### config.mk
export PLATFORM = sky130hd
export DESIGN_NAME = mcCtrlTop
export DESIGN_NICKNAME = d
export VERILOG_FILES = /design/src/rtl/mcCtrlPkg.sv /design/src/rtl/mcCtrlSequencer.sv /design/src/rtl/mcCtrlDecode.sv /design/src/rtl/mcAluCtl.sv /design/src/rtl/mcCtrlTop.sv
export SDC_FILE = /design/constraint.sdc
export NUM_CORES = 1
export LEC_CHECK = 0
export BUFFER_PORTS_ARGS = -buffer_cell sky130_fd_sc_hd__buf_4
export CAP_MARGIN = 30
export CORE_MARGIN = 5
export CORE_UTILIZATION = 36
export CTS_BUF_LIST = sky130_fd_sc_hd__clkbuf_16
export DETAILED_ROUTE_END_ITERATION = 16
export GPL_ROUTABILITY_DRIVEN = 0
export GPL_TIMING_DRIVEN = 0
export PLACE_DENSITY = 0.72
export SYNTH_ARGS = -nofsm -noshare
export SYNTH_HDL_FRONTEND = slang
export SYNTH_SLANG_ARGS = --single-unit
### constraint.sdc
create_clock -name clk -period 1.75 [get_ports clk]
set_input_delay 0.2625 -clock clk [delete_from_list [all_inputs] [get_ports clk]]
set_output_delay 0.2625 -clock clk [all_outputs]
set_load 0.01 [all_outputs]
### src/rtl/mcCtrlPkg.sv
package mcCtrlPkg;
  localparam int OP_W      = 6;
  localparam int FUNCT_W   = 6;
  localparam int STATE_W   = 4;
  localparam int ALUCTL_W  = 4;

  typedef enum logic [STATE_W-1:0] {
    ST_FETCH   = 4'd0,
    ST_DECODE  = 4'd1,
    ST_MEMADDR = 4'd2,
    ST_LDREAD  = 4'd3,
    ST_LDWB    = 4'd4,
    ST_STORE   = 4'd5,
    ST_REXEC   = 4'd6,
    ST_RDONE   = 4'd7,
    ST_BRANCH  = 4'd8,
    ST_JUMP    = 4'd9
  } ctrlState_e;

  localparam logic [OP_W-1:0] OP_RTYPE = 6'b000000;
  localparam logic [OP_W-1:0] OP_LOAD  = 6'b100011;
  localparam logic [OP_W-1:0] OP_STORE = 6'b101011;
  localparam logic [OP_W-1:0] OP_BEQ   = 6'b000100;
  localparam logic [OP_W-1:0] OP_JMP   = 6'b000010;

  localparam logic [1:0] ALUOP_ADD  = 2'b00;
  localparam logic [1:0] ALUOP_SUB  = 2'b01;
  localparam logic [1:0] ALUOP_FUNC = 2'b10;

  localparam logic [ALUCTL_W-1:0] ALU_AND = 4'b0000;
  localparam logic [ALUCTL_W-1:0] ALU_OR  = 4'b0001;
  localparam logic [ALUCTL_W-1:0] ALU_ADD = 4'b0010;
  localparam logic [ALUCTL_W-1:0] ALU_SUB = 4'b0110;
  localparam logic [ALUCTL_W-1:0] ALU_SLT = 4'b0111;

  typedef struct packed {
    logic       memRead;
    logic       memWrite;
    logic       irWrite;
    logic       iOrD;
    logic       memToReg;
    logic       regDst;
    logic       regWrite;
    logic       aluSrcA;
    logic [1:0] aluSrcB;
    logic [1:0] pcSource;
    logic       pcWrite;
    logic       pcWriteCond;
    logic [1:0] aluOp;
  } ctrlStrobes_t;
endpackage

### src/rtl/mcCtrlSequencer.sv
module mcCtrlSequencer
  import mcCtrlPkg::*;
(
  input  logic            clk,
  input  logic            rstN,
  input  logic [OP_W-1:0] opcode,
  output ctrlState_e      state
);
  ctrlState_e nextState;

  always_comb begin
    nextState = ST_FETCH;
    unique case (state)
      ST_FETCH:  nextState = ST_DECODE;
      ST_DECODE: begin
        case (opcode)
          OP_LOAD, OP_STORE: nextState = ST_MEMADDR;
          OP_RTYPE:          nextState = ST_REXEC;
          OP_BEQ:            nextState = ST_BRANCH;
          OP_JMP:            nextState = ST_JUMP;
          default:           nextState = ST_FETCH;
        endcase
      end
      ST_MEMADDR: begin
        if (opcode == OP_LOAD)       nextState = ST_LDREAD;
        else if (opcode == OP_STORE) nextState = ST_STORE;
        else                         nextState = ST_FETCH;
      end
      ST_LDREAD: nextState = ST_LDWB;
      ST_REXEC:  nextState = ST_RDONE;
      ST_LDWB, ST_STORE, ST_RDONE, ST_BRANCH, ST_JUMP: nextState = ST_FETCH;
      default:   nextState = ST_FETCH;
    endcase
  end

  always_ff @(posedge clk or negedge rstN) begin
    if (!rstN) state <= ST_FETCH;
    else       state <= nextState;
  end

  a_r3_decode_follows_fetch: assert property (@(posedge clk) disable iff (!rstN)
    state == ST_FETCH |=> state == ST_DECODE);
  a_r5_read_then_writeback: assert property (@(posedge clk) disable iff (!rstN)
    state == ST_LDREAD |=> state == ST_LDWB);
  a_r7_exec_then_done: assert property (@(posedge clk) disable iff (!rstN)
    state == ST_REXEC |=> state == ST_RDONE);
  a_r8_branch_returns: assert property (@(posedge clk) disable iff (!rstN)
    state == ST_BRANCH |=> state == ST_FETCH);
  a_r9_jump_returns: assert property (@(posedge clk) disable iff (!rstN)
    state == ST_JUMP |=> state == ST_FETCH);
endmodule

### src/rtl/mcCtrlDecode.sv
module mcCtrlDecode
  import mcCtrlPkg::*;
(
  input  ctrlState_e   state,
  output ctrlStrobes_t strobes
);
  always_comb begin
    strobes = '0;
    unique case (state)
      ST_FETCH: begin
        strobes.memRead = 1'b1;
        strobes.irWrite = 1'b1;
        strobes.pcWrite = 1'b1;
        strobes.aluSrcB = 2'b01;
        strobes.aluOp   = ALUOP_ADD;
      end
      ST_DECODE: begin
        strobes.aluSrcB = 2'b11;
        strobes.aluOp   = ALUOP_ADD;
      end
      ST_MEMADDR: begin
        strobes.aluSrcA = 1'b1;
        strobes.aluSrcB = 2'b10;
        strobes.aluOp   = ALUOP_ADD;
      end
      ST_LDREAD: begin
        strobes.memRead = 1'b1;
        strobes.iOrD    = 1'b1;
      end
      ST_LDWB: begin
        strobes.regWrite = 1'b1;
        strobes.memToReg = 1'b1;
      end
      ST_STORE: begin
        strobes.memWrite = 1'b1;
        strobes.iOrD     = 1'b1;
      end
      ST_REXEC: begin
        strobes.aluSrcA = 1'b1;
        strobes.aluOp   = ALUOP_FUNC;
      end
      ST_RDONE: begin
        strobes.regWrite = 1'b1;
        strobes.regDst   = 1'b1;
      end
      ST_BRANCH: begin
        strobes.aluSrcA     = 1'b1;
        strobes.aluOp       = ALUOP_SUB;
        strobes.pcWriteCond = 1'b1;
        strobes.pcSource    = 2'b01;
      end
      ST_JUMP: begin
        strobes.pcWrite  = 1'b1;
        strobes.pcSource = 2'b10;
      end
      default: strobes = '0;
    endcase
  end
endmodule

### src/rtl/mcAluCtl.sv
module mcAluCtl
  import mcCtrlPkg::*;
(
  input  logic [1:0]          aluOp,
  input  logic [FUNCT_W-1:0]  funct,
  output logic [ALUCTL_W-1:0] aluCtl
);
  always_comb begin
    aluCtl = ALU_ADD;
    case (aluOp)
      ALUOP_ADD: aluCtl = ALU_ADD;
      ALUOP_SUB: aluCtl = ALU_SUB;
      ALUOP_FUNC: begin
        case (funct)
          6'b100000: aluCtl = ALU_ADD;
          6'b100010: aluCtl = ALU_SUB;
          6'b100100: aluCtl = ALU_AND;
          6'b100101: aluCtl = ALU_OR;
          6'b101010: aluCtl = ALU_SLT;
          default:   aluCtl = ALU_ADD;
        endcase
      end
      default: aluCtl = ALU_ADD;
    endcase
  end
endmodule

### src/rtl/mcCtrlTop.sv
module mcCtrlTop
  import mcCtrlPkg::*;
(
  input  logic                clk,
  input  logic                rstN,
  input  logic [OP_W-1:0]     opcode,
  input  logic [FUNCT_W-1:0]  funct,
  input  logic                zero,
  output logic                memRead,
  output logic                memWrite,
  output logic                irWrite,
  output logic                iOrD,
  output logic                memToReg,
  output logic                regDst,
  output logic                regWrite,
  output logic                aluSrcA,
  output logic [1:0]          aluSrcB,
  output logic [1:0]          pcSource,
  output logic                pcWrite,
  output logic                pcWriteCond,
  output logic                pcEn,
  output logic [1:0]          aluOp,
  output logic [ALUCTL_W-1:0] aluCtl,
  output logic [STATE_W-1:0]  stateCode
);
  ctrlState_e   state;
  ctrlStrobes_t strobes;

  mcCtrlSequencer u_seq (.clk(clk), .rstN(rstN), .opcode(opcode), .state(state));
  mcCtrlDecode    u_dec (.state(state), .strobes(strobes));
  mcAluCtl        u_alu (.aluOp(strobes.aluOp), .funct(funct), .aluCtl(aluCtl));

  // Write strobes are held off for as long as reset is asserted.
  assign memRead     = strobes.memRead;
  assign memWrite    = strobes.memWrite & rstN;
  assign irWrite     = strobes.irWrite & rstN;
  assign iOrD        = strobes.iOrD;
  assign memToReg    = strobes.memToReg;
  assign regDst      = strobes.regDst;
  assign regWrite    = strobes.regWrite & rstN;
  assign aluSrcA     = strobes.aluSrcA;
  assign aluSrcB     = strobes.aluSrcB;
  assign pcSource    = strobes.pcSource;
  assign pcWrite     = strobes.pcWrite & rstN;
  assign pcWriteCond = strobes.pcWriteCond & rstN;
  assign pcEn        = pcWrite | (pcWriteCond & zero);
  assign aluOp       = strobes.aluOp;
  assign stateCode   = state;

  a_r11_single_mem_access: assert property (@(posedge clk) disable iff (!rstN)
    !(memRead && memWrite));
  a_r11_single_pc_write: assert property (@(posedge clk) disable iff (!rstN)
    $onehot0({pcWrite, pcWriteCond}));
  a_r8_compare_subtracts: assert property (@(posedge clk) disable iff (!rstN)
    pcWriteCond |-> aluCtl == ALU_SUB);
  a_r10_fetch_adds: assert property (@(posedge clk) disable iff (!rstN)
    irWrite |-> aluCtl == ALU_ADD);
  a_r2_fetch_pc_enabled: assert property (@(posedge clk) disable iff (!rstN)
    irWrite |-> pcEn);
endmodule

==> flow_metrics.tcl <==
set metrics [dict create \
    hold_path_end "u_seq.state[3]$_DFF_PN0_" \
    grt_use_met2_pct 33.1 \
    core_mm2 0.00152 \
    netlist_area_um2 582 \
    clock_power_share_pct 35.6 \
    top_regs "u_seq.state (4)" \
    slowest_delay_ns 0.41 \
    max-cap-violations 0 \
    grtUsageMet3_pct 5.92 \
    yosys.area_share.xor_xnor_pct 3.01 \
    cpLargestDelayFamily "simple AND/OR/NAND/NOR gates" \
    htree_levels 1 \
    ys_types 36 \
    power_leakage_nw 0.649 \
    ios 40 \
    clk_latency_ns 0.22 \
    path_class "reg2out" \
    hpwl_mm 1.49 \
    root_buffer "clkbuf_16" \
    grt_max_degree 11 \
    die_x_um 50.2 \
    fin_nets 152 \
    avgViaCountPerCell 5.30 \
    grt_pass1_vias 804 \
    setup_viol 3 \
    synth_fa_ha_area_share_pct 6.45 \
    critPathBufInv 3 \
    cts_made_buffers 3 \
    syn_nets 93 \
    synthToLayoutAreaGrowth_pct 104 \
    portBuffers 38 \
    yosys-mux-area-fraction_pct 1.72 \
    ys_async_sr_fraction_pct 100 \
    ys_warn_count 0 \
    hold_viol_final 0 \
    power_frac_seq_pct 12.4 \
    regMostFlops "u_seq.state" \
    rr_worst_depth 4 \
    period_needed_ns 2.03 \
    grt_use_total_pct 18.0 \
    crit_fanout 10 \
    critPathLaunchType "flop" \
    clock-sinks 4 \
    cp-end-kind "output port" \
    drt_first_iter_violations 16 \
    yosys.area.top_type "dfrtp_1" \
    violations "negative setup slack" \
    hp-class "in2reg" \
    finClkSkew_ns 0.000909 \
    reg2reg_slack_ns 0.41 \
    clockBufferDepth 2 \
    ys_seq_area_share_pct 17.2 \
    p_per_area_mw_per_mm2 853 \
    place_ws_ns -0.154 \
    ir_worst_vdd_uv 655 \
    min_from "opcode[1]" \
    syn_inst 75 \
    p_int_uw 688 \
    r2r-end "u_seq.state[2]$_DFF_PN0_" \
    hold_slack_ns 0.348 \
    synth_top_flop_cell "dfrtp_1" \
    grt_overflow 0 \
    status "finished with violations" \
    r2r_start "u_seq.state[2]$_DFF_PN0_" \
    cp_data_required_time_ns 1.49 \
    synth.avg_cell_area_um2 7.76 \
    drt_wl_total_mm 2.25 \
    drc 0 \
    synthSimpleGateAreaFrac_pct 46.7 \
    firstDrtPassIters 4 \
    synth_edf_count 0 \
    synthTopCellsByArea "dfrtp_1 (17%), ha_1 (6.5%), nor2_1 (4.5%)" \
    finalPower_mw 1.01 \
    die_area_mm2 0.00252 \
    sw_frac_of_total_pct 32.1 \
    cp_slowest_cell "dfrtp_1" \
    cts_tree "yes" \
    switchingPower_uw 325 \
    synth_common_cells "nor2_1 (7), inv_1 (6), nand2_1 (5)" \
    row_count 14 \
    synth_top_family_by_area "simple AND/OR/NAND/NOR gates" \
    start_util_pct 38.2 \
    wl_per_cell_um 15.2 \
    pwr-share-comb_pct 52.0 \
    arrival_ns 1.77 \
    fin_ws_ns -0.281 \
    grt_pass1_wl_mm 3.65 \
    synth_compound_area_share_pct 12.9 \
    holdPathStages 3 \
    nFillCells 111 \
    worstPathCellList "buf_6 > nor2_4 > and2_4 > inv_4 > ha_4 > and3b_1 > a21oi_2 > nor2b_1 > buf_4" \
    antennaDiodeCount 0 \
    ant_nets 0 \
    grt.met1_usage_pct 19.7 \
    ys_ff_latch 4 \
    busiest_layer "met2" \
    yosys.cell_count.top_type "nor2_1" \
    die_h_um 50.2 \
    synth_top_area_share_pct 17.2 \
    period_share_pct 116 \
    largest_reg_flops 4 \
    max_freq_mhz 492 \
    clk_pin_slew_worst_paths_ns 0.03 \
    slew_violations 0 \
    num_vias 784 \
    rsz0062_at_grt "true" \
    drive_gt1_share_pct 59.8 \
    grt_antenna_before_repair 0 \
]
## what timing repair did
action,4_1_cts,5_1_grt
endpoints found under the setup margin,4,8
setup buffers,8,10
gates resized for setup,5,11
hold endpoints to repair,4,0
pin swaps,3,3
hold buffers,1,0
## final cells by class
type	count	area, um2	share of cell area [%]
plain buffers	4	37.5	3.16
multi-input cells	59	495	41.7
repair buffers	56	434	36.6
inverters	6	25.0	2.11
clock buffers	3	75.1	6.32
flip-flops and latches	4	100	8.43
well taps	16	20.0	1.69
## how the worst max path moves through the flow
stage | from | end | slack [ns] | depth (start not counted)
2_1_floorplan | u_seq.state[3]$_DFF_PN0_ | aluCtl[2] | -0.02 | 8
3_5_place_dp | u_seq.state[2]$_DFF_PN0_ | aluCtl[2] | -0.15 | 9
6_report | u_seq.state[0]$_DFF_PN0_ | aluCtl[2] | -0.28 | 9
3_3_place_gp | u_seq.state[2]$_DFF_PN0_ | aluCtl[2] | -0.13 | 9
5_1_grt | u_seq.state[0]$_DFF_PN0_ | aluCtl[2] | -0.36 | 9
4_1_cts | u_seq.state[3]$_DFF_PN0_ | aluCtl[2] | -0.30 | 9
## worst min-delay path: stages
cell and delay (ns):
buf_4 0.10, nand2b_1 0.10, a21oi_1 0.06
## stage by stage
stage / instances / cell area (um2) / util (%) / TNS, ns
finish: 148 / 1190 / 77.9 / -0.653
CTS: 141 / 1080 / 71.2 / -0.813
global route: 148 / 1190 / 77.9 / -0.891
floorplan: 75 / 618 / - / -0.0227
detailed placement: 129 / 923 / 60.6 / -0.245
global placement: 129 / 923 / 60.6 / -0.220
## placed cells by master (no fill, tap or decap), types with 3 or more instances in the layout
cell        n
buf_4      54
nand3_1     3
inv_1       4
dfrtp_1     4
ha_4        3
and3_1      3
buf_6       5
clkbuf_16   3
nor3b_1     3
nand2b_1    3
nor2_1      3
nand2_1     5
## cells by family (layout without fill, tap and decap cells)
group / Yosys count / after routing
simple gates: 42 / 42
flops: 4 / 4
xor+xnor: 2 / 2
buf+inv: 12 / 69
compound gates: 10 / 10
other cells: 1 / 1
mux: 1 / 1
fa+ha+maj: 3 / 3
## power groups by stage
| stage | Sequential [mW] | Combinational, mW | Clock, mW |
|---|---|---|---|
| CTS | 0.124 | 0.421 | 0.364 |
| global route | 0.128 | 0.565 | 0.378 |
| finish | 0.126 | 0.527 | 0.360 |
| floorplan | 0.125 | 0.205 | 0 |
| detailed placement | 0.122 | 0.385 | 0 |
| global placement | 0.121 | 0.382 | 0 |
## metal layers
metal	wire length, um	vias up
met5	0	-
met3	180	2
met1	883	361
met2	1170	43
met4	14	0
li1	-	378
Power figures use the tool's default switching activity.
